### config.mk
export PLATFORM = sky130hd
export DESIGN_NAME = cps_serializer
export DESIGN_NICKNAME = d
export VERILOG_FILES = /design/src/rtl/cps_pkg.sv /design/src/rtl/cps_frame_build.sv /design/src/rtl/cps_shifter.sv /design/src/rtl/cps_serializer.sv
export SDC_FILE = /design/constraint.sdc
export NUM_CORES = 1
export LEC_CHECK = 0
export BUFFER_PORTS_ARGS = -buffer_cell sky130_fd_sc_hd__buf_2
export CORE_UTILIZATION = 50
export CTS_CLUSTER_DIAMETER = 50
export DETAILED_ROUTE_END_ITERATION = 12
export GPL_ROUTABILITY_DRIVEN = 0
export PLACE_DENSITY = 0.84
export SLEW_MARGIN = 15
export SYNTH_ARGS = -nofsm -noshare
export SYNTH_HDL_FRONTEND = slang
export SYNTH_SLANG_ARGS = --single-unit
### constraint.sdc
create_clock -name clk_i -period 25.5 [get_ports clk_i]
set_input_delay 1.275 -clock clk_i [delete_from_list [all_inputs] [get_ports clk_i]]
set_output_delay 1.275 -clock clk_i [all_outputs]
set_load 0.1 [all_outputs]
### src/rtl/cps_pkg.sv
package cps_pkg;

    // Map a frame word position to the symbol word it carries.
    // Positions below cp_words hold the tail of the symbol; the rest
    // hold the symbol from its first word onwards.
    function automatic int frame_to_sym(input int pos, input int cp_words,
                                        input int sym_words);
        if (pos < cp_words) begin
            return sym_words - cp_words + pos;
        end
        return pos - cp_words;
    endfunction

endpackage

### src/rtl/cps_frame_build.sv
module cps_frame_build #(
    parameter int SAMPLES  = 8,
    parameter int WORD_W   = 16,
    parameter int CP_WORDS = 3,
    localparam int SYM_WORDS   = 2 * SAMPLES,
    localparam int FRAME_WORDS = SYM_WORDS + CP_WORDS,
    localparam int PLANE_W     = SAMPLES * WORD_W,
    localparam int FRAME_W     = FRAME_WORDS * WORD_W
) (
    input  logic [PLANE_W-1:0] re_i,
    input  logic [PLANE_W-1:0] im_i,
    output logic [FRAME_W-1:0] frame_o
);

    // Frame word 0 sits in the low bits and leaves first.
    for (genvar pos = 0; pos < FRAME_WORDS; pos++) begin : g_word
        localparam int SRC = cps_pkg::frame_to_sym(pos, CP_WORDS, SYM_WORDS);
        localparam int SMP = SRC / 2;
        if ((SRC % 2) == 0) begin : g_re
            assign frame_o[pos*WORD_W +: WORD_W] = re_i[SMP*WORD_W +: WORD_W];
        end else begin : g_im
            assign frame_o[pos*WORD_W +: WORD_W] = im_i[SMP*WORD_W +: WORD_W];
        end
    end

endmodule

### src/rtl/cps_shifter.sv
module cps_shifter #(
    parameter int WORD_W      = 16,
    parameter int FRAME_WORDS = 19,
    localparam int FRAME_W = FRAME_WORDS * WORD_W,
    localparam int CNT_W   = (FRAME_WORDS > 1) ? $clog2(FRAME_WORDS) : 1
) (
    input  logic               clk_i,
    input  logic               rst_i,
    input  logic               load_i,
    input  logic [FRAME_W-1:0] frame_i,
    output logic [WORD_W-1:0]  word_o,
    output logic               active_o
);

    typedef struct packed {
        logic [FRAME_W-1:0] frame;
        logic [CNT_W-1:0]   left;
        logic               active;
    } shift_state_t;

    shift_state_t st_d, st_q;

    always_comb begin
        st_d = st_q;
        if (!st_q.active) begin
            if (load_i) begin
                st_d.frame  = frame_i;
                st_d.left   = CNT_W'(FRAME_WORDS - 1);
                st_d.active = 1'b1;
            end
        end else begin
            st_d.frame = st_q.frame >> WORD_W;
            if (st_q.left == '0) begin
                st_d.active = 1'b0;
            end else begin
                st_d.left = st_q.left - 1'b1;
            end
        end
    end

    always_ff @(posedge clk_i or posedge rst_i) begin
        if (rst_i) begin
            st_q <= '0;
        end else begin
            st_q <= st_d;
        end
    end

    assign word_o   = st_q.active ? st_q.frame[WORD_W-1:0] : '0;
    assign active_o = st_q.active;

endmodule

### src/rtl/cps_serializer.sv
module cps_serializer #(
    parameter int SAMPLES  = 8,
    parameter int WORD_W   = 16,
    parameter int CP_WORDS = 3,
    localparam int SYM_WORDS   = 2 * SAMPLES,
    localparam int FRAME_WORDS = SYM_WORDS + CP_WORDS,
    localparam int PLANE_W     = SAMPLES * WORD_W,
    localparam int FRAME_W     = FRAME_WORDS * WORD_W
) (
    input  logic               clk_i,
    input  logic               rst_i,
    input  logic [PLANE_W-1:0] sym_re_i,
    input  logic [PLANE_W-1:0] sym_im_i,
    input  logic               load_i,
    output logic [WORD_W-1:0]  word_o,
    output logic               word_vld_o,
    output logic               busy_o
);

    logic [FRAME_W-1:0] frame;
    logic               active;

    cps_frame_build #(
        .SAMPLES (SAMPLES),
        .WORD_W  (WORD_W),
        .CP_WORDS(CP_WORDS)
    ) build_i (
        .re_i   (sym_re_i),
        .im_i   (sym_im_i),
        .frame_o(frame)
    );

    cps_shifter #(
        .WORD_W     (WORD_W),
        .FRAME_WORDS(FRAME_WORDS)
    ) shift_i (
        .clk_i   (clk_i),
        .rst_i   (rst_i),
        .load_i  (load_i),
        .frame_i (frame),
        .word_o  (word_o),
        .active_o(active)
    );

    assign word_vld_o = active;
    assign busy_o     = active;

endmodule

==> impl_metrics.py <==
metrics = {
    "worst_setup_path": {
        "critPathKind": "reg2out",
        "cp-startpoint": "shift_i.active_o",
        "start_kind": "register",
        "ff2ff_path_depth": 4,
        "worstSetupEndpointType": "output port",
        "crit_chain": "buf_12 > buf_4 > and2_1 > buf_2",
        "worst_ep_required_time_ns": 24.23,
        "critPathMaxFanout": 198,
        "crit_family": "buffers and inverters",
        "r2r-start": "shift_i.active_o",
        "cp_slowest_stage_delay_ns": 1.06,
        "worstPathArrival_ns": 3.76,
        "r2r_slack_ns": 22.44,
        "cp.depth": 4,
        "cp.buffers_inverters": 3,
        "critPathSlowestCell": "dfrtp_4",
    },
    "clock_tree": {
        "cts_sinks": 310,
        "insertion_delay_ns": 0.50,
        "hold_buffers": 0,
        "root_buffer": "clkbuf_16",
        "clk_pin_slew_ns": 0.06,
        "cts-htree-levels": 2,
        "cts.path.max_buffers": 3,
        "cts_tree": "built",
        "cts_resized": 0,
        "cts_inserted_buffers": 37,
        "postCtsSetupBuffers": 0,
    },
    "timing": {
        "rsz0062_at_grt": "false",
        "finalWorstSetupSlack_ns": 20.47,
        "worstMarginPinSlew_ns": 1.13,
        "hold_viol": 0,
        "fin_setup_tns_ns": 0,
        "max_slew_margin_pct": 25.0,
        "hold_ws_ns": 0.483,
        "drv_slew": 0,
        "fmax_mhz": 199,
        "min_period_ns": 5.03,
        "finalSetupViolCount": 0,
        "skew_ns": 0.0127,
        "finalCritPeriodShare_pct": 19.7,
    },
    "floorplanning": {
        "pin_count": 277,
        "floorplan.initialDensity_pct": 51.2,
        "fp.dieW_um": 171,
        "die_h_um": 171,
        "row_count": 61,
        "die_area_sq_um": 29300,
        "coreArea_sq_um": 27900,
    },
    "outcome": {
        "status": "completed",
    },
    "synth": {
        "synthesis.area_sq_um": 14300,
        "synthFlopType": "dfrtp_1",
        "yosysUniqueCellTypes": 20,
        "synth_mux_area_share_pct": 21.5,
        "synth-seq-cells": 310,
        "avgSynthCellArea_sq_um": 10.6,
        "yosysWarnings": 0,
        "synth_top_family_by_area": "multiplexers",
        "synth_xor_area_share_pct": 0,
        "ys_seq_area_share_pct": 54.2,
        "syn_nets": 1612,
        "synth_edf_count": 0,
        "synth_compound_area_share_pct": 10.3,
        "synthArstFlopShare_pct": 100,
        "synth-simple-area-share_pct": 9.23,
        "synth_fa_ha_area_share_pct": 0.175,
        "synth_cells": 1351,
    },
    "job": {
        "maxCapViolCount": 0,
    },
    "final_layout": {
        "layout_common_cells": "309 x dfrtp_1, 307 x mux2i_1, 292 x nand2_1",
        "drive_above_1_share_pct": 21.4,
        "num-fill-cells": 2299,
        "final_nets": 1831,
        "final_util_pct": 60.2,
        "layout_commonest_cell": "dfrtp_1",
        "instances_no_fill": 1977,
        "fin_area_sq_um": 16800,
        "syn_to_final_growth_pct": 17.4,
    },
    "global_route": {
        "grt_pass1_vias": 10500,
        "grt_util_all_layers_pct": 24.0,
        "grt_antenna_before_repair": 7,
        "grt_max_degree": 199,
        "grt_first_pass_wirelength_mm": 54.7,
        "overflow": 0,
    },
    "detailed_routing": {
        "met1_length_mm": 15.7,
        "finalWirelength_mm": 35.2,
        "viasPerCell": 5.37,
        "wl_per_cell_um": 17.8,
        "top_layer": "met5",
        "route.antenna.remaining_nets": 0,
        "drcViolationCount": 0,
        "drtIter0Drc": 824,
        "routed-wl-met3_mm": 2.34,
        "vias": 10600,
        "route.met2.wl_mm": 16.3,
        "drtPass1Iterations": 5,
    },
    "pwr": {
        "ir_drop_v": 0.0000611,
        "p_total_mw": 1.89,
        "leakage_nw": 8.52,
        "powerDensity_nw_per_um2": 112,
    },
    "hold_path": {
        "hold_depth": 2,
        "min_from": "shift_i.st_q[56]",
        "hp-class": "reg2reg",
    },
    "placement": {
        "postPlaceCellArea_sq_um": 15600,
        "dpl_worst_slack_ns": 20.95,
        "place_inst": 1909,
        "port_buffers": 276,
        "dp_hpwl_mm": 24.1,
    },
}
==> layout make-up <==
type	count	area [sq um]	area share, %
sequential	310	7760	46.2
multi-input combinational	935	5890	35.0
timing repair buffer	283	1480	8.82
clock buffer	52	1050	6.26
tap	378	473	2.81
clock inverter	12	119	0.707
inverter	3	18.8	0.112
antenna	4	10.0	0.0596
==> final timing paths <==
| check | endpoint |
|---|---|
| worst max register to register | shift_i.st_q[182] |
| worst max-delay path | word_o[13] |
| worst min register to register | shift_i.st_q[40] |
| worst min-delay path | shift_i.st_q[40] |
| max in group asynchronous | shift_i.st_q[125] |
| min in group asynchronous | shift_i.st_q[248] |
==> power breakdown <==
| part | switching [mW] | leakage (nW) | internal [mW] |
|---|---|---|---|
| combinational | 0.361 | 3.97 | 0.187 |
| sequential | 0.144 | 3.98 | 0.690 |
| clock | 0.204 | 0.568 | 0.300 |
| total | 0.708 | 8.52 | 1.18 |
==> synthesized netlist by cell type (2+ instances only) <==
| library cell | number | area [sq um] |
|---|---|---|
| o21ai_0 | 58 | 290 |
| dfrtp_1 | 310 | 7760 |
| buf_2 | 10 | 50.1 |
| nor2_1 | 17 | 63.8 |
| buf_8 | 2 | 30.0 |
| nand2_1 | 292 | 1100 |
| mux2i_1 | 307 | 3070 |
| buf_4 | 10 | 75.1 |
| inv_1 | 3 | 11.3 |
| buf_6 | 26 | 293 |
| o21ai_1 | 233 | 1170 |
| and2_1 | 17 | 106 |
| clkbuf_1 | 55 | 206 |
| ha_1 | 2 | 25.0 |
| nand2b_1 | 3 | 18.8 |
| nor3b_1 | 2 | 15.0 |
==> logic make-up after synthesis <==
kind of cell,after synthesis
compound gates,292
flops,310
buf+inv,106
fa+ha+maj,2
simple gates,334
mux,307
==> worst register-to-register path, cell delays in order, from the launching register on <==
cell and delay [ns]:
dfrtp_4 1.06, buf_12 0.63, buf_4 0.87, nand2_1 0.29, o21ai_1 0.14
==> registers in the layout (all words and copies together) (netlist names) <==
name / flops
shift_i.st_q: 309
shift_i.active_o: 1
==> per-layer routing <==
layer  vias up  GRT usage [%]
li1       5076              -
met1      5139           33.4
met2       340           37.6
met3        58           5.32
met4         6           7.38
met5         -              0
(Power assumes the default switching activity.)
